$ cat config.mk
export PLATFORM = sky130hd
export DESIGN_NAME = dma_stream_ctl
export DESIGN_NICKNAME = d
export VERILOG_FILES = /design/src/rtl/dma_stream_pkg.sv /design/src/rtl/dma_stream_dp.sv /design/src/rtl/dma_stream_fsm.sv /design/src/rtl/dma_stream_ctl.sv
export SDC_FILE = /design/constraint.sdc
export NUM_CORES = 1
export LEC_CHECK = 0
export ABC_CLOCK_PERIOD_IN_PS = 3500
export BUFFER_PORTS_ARGS = -buffer_cell sky130_fd_sc_hd__buf_2
export CORE_UTILIZATION = 58
export DETAILED_ROUTE_END_ITERATION = 6
export PLACE_DENSITY = 0.8
export SYNTH_ARGS = -nofsm -noshare
export SYNTH_HDL_FRONTEND = slang
export SYNTH_SLANG_ARGS = --single-unit
$ cat constraint.sdc
create_clock -name clk -period 3.5 [get_ports clk]
set_input_delay 0.7 -clock clk [delete_from_list [all_inputs] [get_ports clk]]
set_output_delay 0.7 -clock clk [all_outputs]
set_load 0.03 [all_outputs]
$ cat src/rtl/dma_stream_pkg.sv
`timescale 1ns/1ps
package dma_stream_pkg;
  localparam logic [2:0] REG_CTRL  = 3'd0;
  localparam logic [2:0] REG_COUNT = 3'd1;
  localparam logic [2:0] REG_PADDR = 3'd2;
  localparam logic [2:0] REG_MBASEA = 3'd3;
  localparam logic [2:0] REG_MBASEB = 3'd4;
  localparam logic [2:0] REG_CLEAR = 3'd5;

  typedef enum logic [1:0] {
    MODE_NORMAL = 2'd0,
    MODE_CIRC   = 2'd1,
    MODE_DOUBLE = 2'd2
  } xferMode_t;

  typedef enum logic [1:0] {
    ST_OFF, ST_WAIT, ST_READ, ST_WRITE
  } fsmState_t;

  // strobes from control to datapath
  typedef struct packed {
    logic start;
    logic capture;
    logic itemDone;
    logic wrap;
    logic writePhase;
    logic cfgLock;
  } dpCtl_t;
endpackage

$ cat src/rtl/dma_stream_dp.sv
`timescale 1ns/1ps
module dma_stream_dp import dma_stream_pkg::*; #(
  parameter int AW = 32,
  parameter int DW = 32,
  parameter int CW = 16
) (
  input  logic          clk,
  input  logic          rstN,
  input  logic          cfgWe,
  input  logic [2:0]    cfgSel,
  input  logic [31:0]   cfgWdata,
  input  dpCtl_t        ctl,
  input  logic [DW-1:0] busRdata,
  output xferMode_t     mode,
  output logic [AW-1:0] busAddr,
  output logic [1:0]    busSize,
  output logic [DW-1:0] busWdata,
  output logic [CW-1:0] remaining,
  output logic          activeBuf,
  output logic          cntZero,
  output logic          lastItem,
  output logic          halfHit
);
  logic [CW-1:0] itemCnt, remCnt;
  logic [AW-1:0] perBase, memBaseA, memBaseB, perAddr, memAddr, stepAmt;
  logic [DW-1:0] dataQ;
  logic [1:0]    sizeQ;
  logic          dirQ, memIncQ, perIncQ, bufQ;
  xferMode_t     modeQ;

  assign stepAmt = AW'(1) << sizeQ;

  always_ff @(posedge clk or negedge rstN) begin
    if (!rstN) begin
      itemCnt <= '0; remCnt <= '0;
      perBase <= '0; memBaseA <= '0; memBaseB <= '0;
      perAddr <= '0; memAddr <= '0; dataQ <= '0;
      sizeQ <= 2'd0; dirQ <= 1'b0; memIncQ <= 1'b0; perIncQ <= 1'b0;
      bufQ <= 1'b0; modeQ <= MODE_NORMAL;
    end else begin
      if (cfgWe && !ctl.cfgLock) begin
        case (cfgSel)
          REG_CTRL: begin
            modeQ   <= (cfgWdata[2:1] == 2'd1) ? MODE_CIRC :
                       (cfgWdata[2:1] == 2'd2) ? MODE_DOUBLE : MODE_NORMAL;
            dirQ    <= cfgWdata[3];
            sizeQ   <= (cfgWdata[5:4] == 2'd3) ? 2'd2 : cfgWdata[5:4];
            memIncQ <= cfgWdata[6];
            perIncQ <= cfgWdata[7];
          end
          REG_COUNT:  itemCnt  <= CW'(cfgWdata);
          REG_PADDR:  perBase  <= AW'(cfgWdata);
          REG_MBASEA: memBaseA <= AW'(cfgWdata);
          REG_MBASEB: memBaseB <= AW'(cfgWdata);
          default: ;
        endcase
      end
      if (ctl.capture) dataQ <= busRdata;
      if (ctl.start) begin
        remCnt  <= itemCnt;
        perAddr <= perBase;
        memAddr <= memBaseA;
        bufQ    <= 1'b0;
      end else if (ctl.itemDone) begin
        if (ctl.wrap) begin
          remCnt  <= itemCnt;
          perAddr <= perBase;
          if (modeQ == MODE_DOUBLE) begin
            bufQ    <= ~bufQ;
            memAddr <= bufQ ? memBaseA : memBaseB;
          end else begin
            memAddr <= memBaseA;
          end
        end else begin
          remCnt <= remCnt - CW'(1);
          if (memIncQ) memAddr <= memAddr + stepAmt;
          if (perIncQ) perAddr <= perAddr + stepAmt;
        end
      end
    end
  end

  // source is the peripheral unless direction bit is set
  assign busAddr   = (ctl.writePhase ^ dirQ) ? memAddr : perAddr;
  assign busWdata  = dataQ;
  assign busSize   = sizeQ;
  assign mode      = modeQ;
  assign remaining = remCnt;
  assign activeBuf = bufQ;
  assign cntZero   = (itemCnt == '0);
  assign lastItem  = (remCnt == CW'(1));
  assign halfHit   = ((remCnt - CW'(1)) == (itemCnt >> 1));
endmodule

$ cat src/rtl/dma_stream_fsm.sv
`timescale 1ns/1ps
module dma_stream_fsm import dma_stream_pkg::*; (
  input  logic      clk,
  input  logic      rstN,
  input  logic      cfgWe,
  input  logic [2:0] cfgSel,
  input  logic [2:0] cfgLow,
  input  logic      perReq,
  input  logic      busGnt,
  input  logic      busErr,
  input  xferMode_t mode,
  input  logic      cntZero,
  input  logic      lastItem,
  input  logic      halfHit,
  output dpCtl_t    ctl,
  output logic      perAck,
  output logic      busReq,
  output logic      busWrite,
  output logic      streamOn,
  output logic      halfFlag,
  output logic      doneFlag,
  output logic      errFlag,
  output logic      bufSwitch
);
  fsmState_t stateQ, stateD;
  logic stopPend;
  logic ctrlWr, enCmd, offCmd, clrWr, fault, itemOk, finish;

  assign ctrlWr = cfgWe && (cfgSel == REG_CTRL);
  assign enCmd  = ctrlWr && cfgLow[0];
  assign offCmd = ctrlWr && !cfgLow[0];
  assign clrWr  = cfgWe && (cfgSel == REG_CLEAR);
  assign busReq   = (stateQ == ST_READ) || (stateQ == ST_WRITE);
  assign busWrite = (stateQ == ST_WRITE);
  assign fault  = busReq && busGnt && busErr;
  assign itemOk = (stateQ == ST_WRITE) && busGnt && !busErr;
  assign finish = itemOk && lastItem;

  always_comb begin
    ctl = '0;
    ctl.start      = (stateQ == ST_OFF) && enCmd && !cntZero && !errFlag;
    ctl.capture    = (stateQ == ST_READ) && busGnt && !busErr;
    ctl.itemDone   = itemOk;
    ctl.wrap       = finish && (mode != MODE_NORMAL);
    ctl.writePhase = (stateQ == ST_WRITE);
    ctl.cfgLock    = (stateQ != ST_OFF);
  end

  always_comb begin
    stateD = stateQ;
    case (stateQ)
      ST_OFF:   if (ctl.start) stateD = ST_WAIT;
      ST_WAIT:  if (offCmd) stateD = ST_OFF;
                else if (perReq) stateD = ST_READ;
      ST_READ:  if (fault) stateD = ST_OFF;
                else if (busGnt) stateD = ST_WRITE;
      ST_WRITE: if (fault) stateD = ST_OFF;
                else if (itemOk)
                  stateD = ((finish && mode == MODE_NORMAL) || stopPend || offCmd)
                           ? ST_OFF : ST_WAIT;
      default:  stateD = ST_OFF;
    endcase
  end

  always_ff @(posedge clk or negedge rstN) begin
    if (!rstN) begin
      stateQ <= ST_OFF; stopPend <= 1'b0;
      halfFlag <= 1'b0; doneFlag <= 1'b0; errFlag <= 1'b0;
    end else begin
      stateQ   <= stateD;
      stopPend <= (stateD == ST_OFF) ? 1'b0 : (stopPend || (offCmd && busReq));
      // a set in the same cycle wins over a clear
      if (itemOk && halfHit)           halfFlag <= 1'b1;
      else if (clrWr && cfgLow[0])     halfFlag <= 1'b0;
      if (finish)                      doneFlag <= 1'b1;
      else if (clrWr && cfgLow[1])     doneFlag <= 1'b0;
      if (fault)                       errFlag  <= 1'b1;
      else if (clrWr && cfgLow[2])     errFlag  <= 1'b0;
    end
  end

  assign perAck    = itemOk;
  assign streamOn  = (stateQ != ST_OFF);
  assign bufSwitch = finish && (mode == MODE_DOUBLE);
endmodule

$ cat src/rtl/dma_stream_ctl.sv
`timescale 1ns/1ps
module dma_stream_ctl import dma_stream_pkg::*; #(
  parameter int AW = 32,
  parameter int DW = 32,
  parameter int CW = 16
) (
  input  logic          clk,
  input  logic          rstN,
  input  logic          cfgWe,
  input  logic [2:0]    cfgSel,
  input  logic [31:0]   cfgWdata,
  input  logic          perReq,
  output logic          perAck,
  output logic          busReq,
  output logic          busWrite,
  output logic [AW-1:0] busAddr,
  output logic [1:0]    busSize,
  output logic [DW-1:0] busWdata,
  input  logic          busGnt,
  input  logic [DW-1:0] busRdata,
  input  logic          busErr,
  output logic          streamOn,
  output logic [CW-1:0] remaining,
  output logic          halfFlag,
  output logic          doneFlag,
  output logic          errFlag,
  output logic          activeBuf,
  output logic          bufSwitch
);
  dpCtl_t    ctl;
  xferMode_t mode;
  logic      cntZero, lastItem, halfHit;

  dma_stream_fsm u_fsm (
    .clk(clk), .rstN(rstN), .cfgWe(cfgWe), .cfgSel(cfgSel), .cfgLow(cfgWdata[2:0]),
    .perReq(perReq), .busGnt(busGnt), .busErr(busErr), .mode(mode),
    .cntZero(cntZero), .lastItem(lastItem), .halfHit(halfHit), .ctl(ctl),
    .perAck(perAck), .busReq(busReq), .busWrite(busWrite), .streamOn(streamOn),
    .halfFlag(halfFlag), .doneFlag(doneFlag), .errFlag(errFlag), .bufSwitch(bufSwitch)
  );

  dma_stream_dp #(.AW(AW), .DW(DW), .CW(CW)) u_dp (
    .clk(clk), .rstN(rstN), .cfgWe(cfgWe), .cfgSel(cfgSel), .cfgWdata(cfgWdata),
    .ctl(ctl), .busRdata(busRdata), .mode(mode), .busAddr(busAddr),
    .busSize(busSize), .busWdata(busWdata), .remaining(remaining),
    .activeBuf(activeBuf), .cntZero(cntZero), .lastItem(lastItem), .halfHit(halfHit)
  );
endmodule

# ---- Word-level counts from Yosys, hierarchy flattened
# Index checks and enable logic that the tools add are counted.
dict set report word_totals {
  elab_cells 131
  reg_bits 238
}
dict set report op_classes {
  shift 1
  reduce_logical 55
  n_bitwise 2
  eq_ne 14
  addsub 3
  muxes 37
}
# op count
set op_table {}
lappend op_table {{$mux 32} 11}
lappend op_table {{$add 32x32->32} 2}
lappend op_table {{$mux 16} 3}
lappend op_table {{$shl 1x2->32 const A} 1}
lappend op_table {{$logic_and 1x1->1} 23}
lappend op_table {{$mux 2} 10}
lappend op_table {{$eq 16x1->1 const B} 1}
lappend op_table {{$eq 16x15->1} 1}
lappend op_table {{$logic_not 16->1} 1}
lappend op_table {{$reduce_bool 2->1} 8}
lappend op_table {{$sub 16x1->16 const B} 1}
lappend op_table {{$reduce_and 2->1} 7}
lappend op_table {{$mux 1} 12}
lappend op_table {{$eq 2x2->1 const B} 5}
lappend op_table {{$pmux 2 s4} 1}
lappend op_table {{$eq 3x2->1 const B} 2}
lappend op_table {{$eq 3x3->1 const B} 2}
lappend op_table {{$logic_not 2->1} 3}
lappend op_table {{$reduce_bool 3->1} 2}
lappend op_table {{$logic_not 1->1} 5}
lappend op_table {{$eq 2x1->1 const B} 2}
lappend op_table {{$logic_or 1x1->1} 4}
lappend op_table {{$eq 3x1->1 const B} 1}
lappend op_table {{$logic_not 3->1} 1}
lappend op_table {{other kinds (3)} 3}

# ---- Longest topological paths before layout
# Gate-level depths: netlist of the first run.
dict set report depth {
  depth_word 13
  ltp_mapped 12
  depth_no_buf 11
}

# ---- By module
# Synthesis of the first run repeated with hierarchy kept, for this count alone.
dict set report unflattened {
  cells_unflattened 1254
  hier_area_um2 12892.4
}
# mod area_per_inst_um2 instances cells_per_inst
set modules_own_cells {}
lappend modules_own_cells {dma_stream_dp 12480.7 1 1208}
lappend modules_own_cells {dma_stream_fsm 411.6 1 46}

# ---- Worst setup path before layout of the first run
# OpenSTA, ideal clock, no wires.
dict set report synth_timing {
  path_kind {reg-to-output}
  startpoint {register u_dp.remCnt[12] (netlist: u_dp.remaining[12])}
  endpoint {output bufSwitch}
  required_ps 2800
  setup_slack_ps 638
  arrival_time_ps 2162
  stages_incl_launch_ff 6
  path_cell_list {dfrtp_1 > buf_6 > or3_4 > or2_1 > buf_6 > nor3_1}
}
dict set report synth_via {
  elab_chain_len 3
}
# element line
set synth_rtl {}
lappend synth_rtl {{start, declared} dma_stream_dp.sv:24} ;# logic [CW-1:0] itemCnt, remCnt;
lappend synth_rtl {{start signal, assigned} dma_stream_dp.sv:60} ;# remCnt <= itemCnt;
lappend synth_rtl {{start signal, assigned} dma_stream_dp.sv:66} ;# remCnt <= itemCnt;
lappend synth_rtl {{start signal, assigned} dma_stream_dp.sv:75} ;# remCnt <= remCnt - CW'(1);
lappend synth_rtl {{$eq 16x1->1} dma_stream_dp.sv:91} ;# assign lastItem = (remCnt == CW'(1));
lappend synth_rtl {{$logic_and 1x1->1} dma_stream_fsm.sv:37} ;# assign finish = itemOk && lastItem;
lappend synth_rtl {{$logic_and 1x1->1} dma_stream_fsm.sv:84} ;# assign bufSwitch = finish && (mode == MODE_DOUBLE);
lappend synth_rtl {{end, declared} dma_stream_ctl.sv:28} ;# output logic bufSwitch
# No other way between the ends.

# ---- Worst setup path in the final report of the first run
dict set report layout_timing {
  startpoint {register u_fsm.stateQ[1]}
  endpoint {output busAddr[7]}
}
dict set report layout_via {
  elab_chain_len 3
}
# element line
set layout_rtl {}
lappend layout_rtl {{start, declared} dma_stream_fsm.sv:25} ;# fsmState_t stateQ, stateD;
lappend layout_rtl {{start signal, assigned} dma_stream_fsm.sv:70} ;# stateQ <= stateD;
lappend layout_rtl {{$eq 2x2->1} dma_stream_fsm.sv:45} ;# ctl.writePhase = (stateQ == ST_WRITE);
lappend layout_rtl {{$xor 1x1->1} dma_stream_dp.sv:84} ;# assign busAddr = (ctl.writePhase ^ dirQ) ? memAddr : perAddr;
lappend layout_rtl {{$mux 32} dma_stream_dp.sv:84}
lappend layout_rtl {{end, declared} dma_stream_ctl.sv:16} ;# output logic [AW-1:0] busAddr,
# No other way between the ends.

==> out/metrics.cfg, run 1 <==
[critical_path]
cp_slowest_cell = dfrtp_1
critPathMaxStageDelay_ns = 0.53
critical_path_required_ns = 2.80
worst_setup_path_start_kind = register
path_buf_inv = 2
critPathCaptureType = output port
cp_max_fo = 34
path_delay_family = buffers and inverters
arrival_ns = 2.56
crit_chain = nand2_1, xor2_4, buf_4, mux2_2, buf_2
critPathKind = reg -> out

[power_and_ir_drop]
p_total_mw = 11.8
p_comb_share_pct = 33.7
net-switching-power_mw = 4.38
clkPwrFrac_pct = 25.3
ir_drop_uv = 663
p_leak_nw = 6.63
power.density_mw_per_mm2 = 802
power_switching_share_pct = 37.2
p_seq_share_pct = 41.0
p_int_mw = 7.38

[clock_network]
postCtsHoldBufs = 0
cts_tree = yes
clk_latency_ns = 0.54
cts_resized = 0
cts_htree_levels = 1
cts_buffers = 26
cts_buffer_depth = 3
post_cts_buffers = 0
cts.sinks = 238
clk_pin_slew_ns = 0.06
clockRootBuffer = clkbuf_16

[cells_and_area]
area_growth_pct = 17.5
stdcell_count = 1651
fill_cells = 1578
drive_above_1_share_pct = 33.0
final_nets = 1441
diodes = 0

[placed_design]
globalplace.congestion = 0.945
dpl.cell_count = 1603
dp_slack_ns = 0.434
dp_hpwl_um = 24500
io_buffers = 163

[timing]
setup_violations = 0
fmax_mhz = 307
setup_tns_ns = 0
period_share_pct = 93.2
drv_slew = 0
post-route-worst-setup-slack_ns = 0.239
hold_viol = 0
rsz0062_at_grt = no
period_needed_ns = 3.26
tightest_slew_ns = 1.10
relSlewSlack_pct = 26.7
worst_clock_skew_ns = 0.0193

[synth]
synthArstFlopShare_pct = 100
yosys.cell_count.top_type = dfrtp_1
synth_common_cells = dfrtp_1 (238), mux2_2 (177), a21oi_1 (102)
synthFlopType = dfrtp_1
synth_top_area_share_pct = 47.7
ys_seq_elements = 238
synth_top_area_cell = dfrtp_1
ys_seq_area_share_pct = 47.7
syn_area_mm2 = 0.0125
syn_avg_cell_area_um2 = 10.5
syn_inst = 1194
synth_cell_types = 85
synth.net_count = 1279
synth_area_leaders = dfrtp_1 (48%), mux2_2 (16%), a21oi_1 (4.1%)
synth-edff-count = 0
yosysWarnings = 0

[status]
outcome = complete, no violations

[global_routing]
overflow = 0
grt_max_degree = 101
grt_pass1_wl_um = 56500
grt_use_total_pct = 33.0
grt_antenna_before_repair = 0
first_global_vias = 10600

[routing]
drt-vias-per-instance = 6.47
dr.pass1.iters = 6
dr.first_iter.drc_count = 1080
totalWireLength_um = 35900
drc = 0
vias = 10700
routedWlPerCell_um = 21.8
antenna_left = 0

[die]
start_util_pct = 59.2
die_h_um = 149
io_pins = 164
num_rows = 53
die_x_um = 149
core_mm2 = 0.0211
dieArea_mm2 = 0.0221

[job]
drv_cap = 0

[hold_path]
hp-class = in -> async

-- cells in the final DEF (no fill, tap or decap), types with 8 or more instances in the layout --
| master | instances |
|---|---|
| dfrtp_1 | 238 |
| mux2_2 | 177 |
| buf_2 | 162 |
| a21oi_1 | 102 |
| nand2_1 | 79 |
| o21ai_0 | 75 |
| nor2_1 | 69 |
| nand3_1 | 41 |
| buf_4 | 41 |
| nor3_1 | 30 |
| clkbuf_16 | 27 |
| xnor2_1 | 22 |
| inv_1 | 21 |
| xor2_1 | 21 |
| and3_1 | 15 |
| o22ai_1 | 15 |
| nand4_1 | 13 |
| a211oi_1 | 12 |
| nand2b_1 | 10 |
| ha_1 | 10 |
| nor4_1 | 9 |
| or3_1 | 9 |
| a221o_1 | 9 |
| o221ai_1 | 8 |
-- metal layers --
| layer | GRT usage, % | part of all wire (%) | wire, um |
|---|---|---|---|
| met5 | 0 | 0 | 0 |
| met3 | 6.47 | 10 | 3600 |
| met2 | 51.4 | 45 | 16300 |
| met1 | 45.4 | 41 | 14600 |
| met4 | 13.1 | 4.0 | 1450 |
-- power groups by stage --
stage | clock network (mW) | registers (mW) | logic [mW]
after floorplan | 0 | 4.91 | 2.51
after global placement | 0 | 4.75 | 3.82
after detailed placement | 0 | 4.79 | 3.93
after CTS | 3.01 | 4.77 | 3.96
after global routing | 3.12 | 4.93 | 4.26
final | 2.98 | 4.82 | 3.97
-- layout make-up --
cell class / count / area [um^2] / area share, %
clock buffer: 31 / 711 / 4.85
clock inverter: 17 / 224 / 1.53
timing repair buffer: 206 / 1170 / 8.00
inverter: 21 / 78.8 / 0.538
sequential: 238 / 5960 / 40.6
tap: 275 / 344 / 2.35
multi-input combinational: 863 / 6180 / 42.1
-- path summary, 6_finish.rpt --
path                            startpoint            endpoint  slack, ns  cells past startpoint
setup reg to reg           u_dp.busSize[0]    u_dp.memAddr[30]       0.35                     11
hold / removal                        rstN    u_dp.perBase[20]       0.18                      1
min in group clk              busRdata[18]   u_dp.busWdata[18]       0.39                      2
setup / recovery           u_fsm.stateQ[1]          busAddr[7]       0.24                      5
hold reg to reg             u_fsm.doneFlag      u_fsm.doneFlag       0.49                      1
max in group asynchronous             rstN  u_dp.remaining[12]       2.43                      2
-- metrics by stage --
stage / area, um^2 / util, % / hold WS (ns)
6_report: 14700 / 69.5 / 0.175
5_1_grt: 14700 / 69.5 / 0.250
4_1_cts: 14700 / 69.5 / 0.231
3_5_place_dp: 13700 / 65.1 / 0.477
3_3_place_gp: 13700 / 65.1 / 0.461
2_1_floorplan: 12500 / - / 0.404
-- cell families (layout without fill, tap and decap cells) --
logic type / Yosys count / in the layout / share of synthesized area, %
buf+inv: 93 / 275 / 3.09
fa+ha+maj: 12 / 12 / 1.32
flops: 238 / 238 / 47.7
compound gates: 296 / 296 / 14.8
xor+xnor: 44 / 44 / 3.09
simple gates: 327 / 327 / 13.5
mux: 184 / 184 / 16.5
-- state kept, by name, summed over array words and instances, names as in the netlist, 2 cells and up --
register        flops
u_dp.busSize        2
u_dp.perBase       32
u_dp.perAddr       32
u_dp.memAddr       32
u_dp.mode           2
u_dp.memBaseB      32
u_dp.itemCnt       16
u_dp.memBaseA      32
u_fsm.stateQ        2
u_dp.busWdata      32
u_dp.remaining     16
Power figures use the tool's default switching activity.
==> inputs of run 2 (changes only) <==
--- a/config.mk
+++ b/config.mk
@@ -9,5 +9,4 @@
 export BUFFER_PORTS_ARGS = -buffer_cell sky130_fd_sc_hd__buf_2
-export CORE_UTILIZATION = 58
+export CORE_UTILIZATION = 33
 export DETAILED_ROUTE_END_ITERATION = 6
-export PLACE_DENSITY = 0.8
 export SYNTH_ARGS = -nofsm -noshare
--- a/constraint.sdc
+++ b/constraint.sdc
@@ -3,2 +3,2 @@
 set_output_delay 0.7 -clock clk [all_outputs]
-set_load 0.03 [all_outputs]
+set_load 0.05 [all_outputs]
==> out/metrics.cfg, run 2 (synthesized netlist as in run 1, its figures left out) <==
[job]
drv_cap = 0  ; unchanged

[routing]
vias = 10300  ; -3.2%
drc = 0  ; unchanged
dr.first_iter.drc_count = 862  ; -20%
routedWlPerCell_um = 20.6  ; -5.2%
drt-vias-per-instance = 5.49  ; -15%
dr.pass1.iters = 5  ; -1
antenna_left = 0  ; unchanged
totalWireLength_um = 38800  ; +8.1%

[critical_path]
cp_max_fo = 15  ; -56%
arrival_ns = 2.64  ; +0.08 ns
worst_setup_path_start_kind = register
r2r_start = u_dp.busSize[1]
critical_path_required_ns = 2.80  ; about the same
critPathKind = reg -> out
critPathCaptureType = output port
r2r_cells = 11  ; unchanged
reg2reg_slack_ns = 0.21  ; -0.14 ns
r2r_end = u_dp.perAddr[30]

[global_routing]
first_global_vias = 10300  ; -2.2%
grt_max_degree = 85  ; -16%
grt_use_total_pct = 20.0  ; -13 points
grt_antenna_before_repair = 0  ; unchanged
grt_pass1_wl_um = 60400  ; +6.8%
overflow = 0  ; unchanged

[die]
io_pins = 164  ; unchanged
start_util_pct = 33.8  ; -25 points
num_rows = 70  ; +32%
core_mm2 = 0.0369  ; +75%
die_h_um = 196  ; +32%
dieArea_mm2 = 0.0386  ; +75%
die_x_um = 196  ; +32%

[power_and_ir_drop]
p_leak_nw = 6.68  ; +0.79%
ir_drop_uv = 579  ; -13%
power.density_mw_per_mm2 = 836  ; +4.3%

[placed_design]
dp_hpwl_um = 27100  ; +11%
globalplace.congestion = 0.898  ; -5.0%
dpl-instance-area_mm2 = 0.0141  ; +2.4%
io_buffers = 163  ; unchanged

[clock_network]
cts.sinks = 238  ; unchanged
cts_buffers = 27  ; +3.8%
cts_tree = yes
postCtsHoldBufs = 0  ; unchanged
clk_pin_slew_ns = 0.06  ; about the same
cts_buffer_depth = 3  ; unchanged
clk_latency_ns = 0.55  ; about the same
clockRootBuffer = clkbuf_16
cts_htree_levels = 1  ; unchanged

[timing]
setup_violations = 0  ; unchanged
rsz0062_at_grt = no
hold_viol = 0  ; unchanged
period_share_pct = 95.3  ; +2.1 points
setup_tns_ns = 0  ; unchanged
fmax_mhz = 300  ; -2.2%
worst_clock_skew_ns = 0.0144  ; -0.00484 ns
relSlewSlack_pct = 25.2  ; -1.5 points
tightest_slew_ns = 1.12  ; +0.0229 ns
period_needed_ns = 3.34  ; +0.0748 ns
drv_slew = 0  ; unchanged

[status]
outcome = complete, no violations

[cells_and_area]
final_nets = 1445  ; +0.28%
area_growth_pct = 20.7
drive_above_1_share_pct = 33.3  ; +0.29 points
diodes = 0  ; unchanged
final_util_pct = 40.8  ; -29 points
final_area_mm2 = 0.0151  ; +2.7%
final_common_cell = dfrtp_1
layout_common_cells = dfrtp_1 (238), mux2_2 (177), buf_2 (162), a21oi_1 (102), nand2_1 (79)

[hold_path]
hp-class = in -> async

run 2: worst max-delay path, cell delays in order (launching register included):
cell and delay (ns):
dfrtp_1 0.53, nand2_1 0.25, xor2_4 0.35, buf_4 0.32, mux2_2 0.41, buf_2 0.22
run 2: worst max path at each step:
stage,from,end,cells after the start,slack (ns)
5_1_grt,u_fsm.stateQ[1],busAddr[10],5,0.02
3_3_place_gp,u_dp.busSize[0],u_dp.memAddr[30],11,0.35
4_1_cts,u_fsm.stateQ[1],busAddr[8],5,0.11
3_5_place_dp,u_dp.busSize[1],u_dp.memAddr[30],11,0.30
2_1_floorplan,u_dp.remaining[12],bufSwitch,5,0.14
6_report,u_fsm.stateQ[1],busAddr[8],5,0.16
run 2: area by class of cell:
cell class | instances | area [um^2]
clock inverters | 15 | 259
inverters | 21 | 78.8
fillers | 3654 | 21800
flip-flops and latches | 238 | 5960
multi-input cells | 863 | 6190
well taps | 504 | 631
clock buffers | 33 | 738
repair buffers | 209 | 1210
run 2: through the flow:
stage               power [mW]  setup slack (ns)  hold slack (ns)  cells
CTS                       12.7             0.107           0.0683   1883
global placement          9.32             0.350            0.459   1835
global route              13.2            0.0175           0.0798   1883
floorplan                 8.00             0.138            0.404   1194
finish                    12.6             0.164           0.0602   1883
detailed placement        9.42             0.299            0.461   1835
run 2: routing by layer:
metal	track usage, %	routed length [um]	up-vias
li1	-	-	4739
met2	32.9	18400	367
met1	27.4	17100	5174
met5	0	0	-
met3	2.60	2340	64
met4	6.42	1010	0
run 2: where the power goes:
part	switching, mW	internal [mW]	leakage (nW)
Combinational	2.84	1.78	3.20
Sequential	0.957	3.81	2.99
Clock	1.20	2.01	0.487
Total	4.99	7.60	6.68
run 2: timing repair:
item | in CTS | in global routing
buffers inserted | 0 | 0
hold endpoints to repair | 0 | 0
endpoints found under the setup margin | 0 | 1
resized for setup | 0 | 1
==> inputs of run 3 (changes only) <==
- PLACE_DENSITY: unset -> 0.51
==> out/metrics.cfg, run 3 (synthesized netlist as in run 1, its figures left out) <==
[clock_network]
cts.sinks = 238  ; unchanged
cts_buffers = 29  ; +7.4%
postCtsHoldBufs = 0  ; unchanged
clockRootBuffer = clkbuf_16
cts_htree_levels = 1  ; unchanged
clk_latency_ns = 0.56  ; about the same
cts_tree = yes
cts_buffer_depth = 3  ; unchanged
clk_pin_slew_ns = 0.06  ; about the same

[power_and_ir_drop]
ir_drop_uv = 578  ; -0.14%
p_total_mw = 12.5  ; -0.95%
power.density_mw_per_mm2 = 825  ; -1.4%
p_leak_nw = 6.71  ; +0.44%

[critical_path]
critPathMaxStageDelay_ns = 0.53  ; about the same
path_buf_inv = 2  ; unchanged
path_delay_family = buffers and inverters
cp_slowest_cell = dfrtp_1
critPathKind = reg -> out
reg2reg_slack_ns = 0.34  ; +0.13 ns
critical_path_required_ns = 2.80  ; about the same
cp_max_fo = 14  ; -1
crit_chain = nand2_1, xor2_4, buf_4, mux2_2, buf_2
worst_setup_path_start_kind = register
critPathCaptureType = output port
arrival_ns = 2.67  ; +0.03 ns

[die]
num_rows = 70  ; unchanged
dieArea_mm2 = 0.0386  ; unchanged
io_pins = 164  ; unchanged
die_h_um = 196  ; unchanged
die_x_um = 196  ; unchanged
start_util_pct = 33.8  ; unchanged
core_mm2 = 0.0369  ; unchanged

[timing]
rsz0062_at_grt = no
relSlewSlack_pct = 22.7  ; -2.5 points
fmax_mhz = 297  ; -0.98%
tightest_slew_ns = 1.16  ; +0.0375 ns
drv_slew = 0  ; unchanged
period_needed_ns = 3.37  ; +0.0330 ns
setup_tns_ns = 0  ; unchanged
hold_viol = 0  ; unchanged
setup_violations = 0  ; unchanged
worst_clock_skew_ns = 0.00922  ; -0.00522 ns
period_share_pct = 96.2  ; +0.94 points

[global_routing]
grt_antenna_before_repair = 0  ; unchanged
grt_use_total_pct = 21.0  ; +0.96 points
grt_max_degree = 91  ; +7.1%
grt_pass1_wl_um = 63000  ; +4.3%
first_global_vias = 10600  ; +2.5%
overflow = 0  ; unchanged

[status]
outcome = complete, no violations

[routing]
dr.pass1.iters = 5  ; unchanged
dr.first_iter.drc_count = 678  ; -21%
vias = 10300  ; +0.029%
drc = 0  ; unchanged
drt-vias-per-instance = 5.45  ; -0.71%
routedWlPerCell_um = 21.2  ; +3.0%
antenna_left = 0  ; unchanged
totalWireLength_um = 40300  ; +3.7%

[cells_and_area]
area_growth_pct = 21.2
final_nets = 1455  ; +0.69%
stdcell_count = 1897  ; +0.74%
drive_above_1_share_pct = 33.7  ; +0.46 points
final_common_cell = dfrtp_1
diodes = 0  ; unchanged
final_util_pct = 41.0  ; +0.17 points
layout_common_cells = dfrtp_1 (238), mux2_2 (177), buf_2 (162), a21oi_1 (102), nand2_1 (79)
final_area_mm2 = 0.0151  ; +0.42%

[placed_design]
dp_hpwl_um = 28200  ; +3.8%
dpl.cell_count = 1843  ; +0.44%
dpl-instance-area_mm2 = 0.0141  ; +0.61%
globalplace.congestion = 0.868  ; -3.4%
io_buffers = 163  ; unchanged

[hold_path]
hp-class = in -> async

[job]
drv_cap = 0  ; unchanged

run 3: power breakdown:
group          leakage [nW]  internal, mW  total [mW]  switching, mW
combinational          3.25          1.79        4.66           2.87
sequential             2.99          3.81        4.74          0.925
clock                 0.467          1.83        3.07           1.24
run 3: per-layer routing:
metal	wire length, um	GRT usage, %
met5	0	0
met4	962	5.58
met3	2350	3.27
met2	18600	33.8
met1	18400	29.3
run 3: area by class of cell:
cell class                      count  area, um^2
Clock buffer                       38         800
Clock inverter                     16         175
Fill cell                        3639       21800
Inverter                           21        78.8
Multi-Input combinational cell    863        6190
Sequential cell                   238        5960
Tap cell                          504         631
Timing Repair Buffer              217        1290
run 3: what timing repair did:
action / 4_1_cts / 5_1_grt
resized for setup: 0 / 1
setup endpoints to repair: 0 / 1
setup buffers: 0 / 0
run 3: worst paths after layout:
check / cells after the start / start / end
worst max-delay path: 5 / u_fsm.stateQ[1] / busAddr[10]
worst min-delay path: 1 / rstN / u_dp.perBase[29]
worst max register to register: 11 / u_dp.busSize[0] / u_dp.perAddr[28]
worst min register to register: 1 / u_fsm.doneFlag / u_fsm.doneFlag
max in group asynchronous: 2 / rstN / u_dp.remaining[15]
min in group clk: 2 / busRdata[21] / u_dp.busWdata[21]
run 3: per-stage QoR:
step                setup slack (ns)  hold WS (ns)
detailed placement             0.318         0.469
CTS                           0.0926         0.215
finish                         0.131         0.172
global route                  0.0351         0.240
global placement               0.367         0.469
floorplan                      0.138         0.404
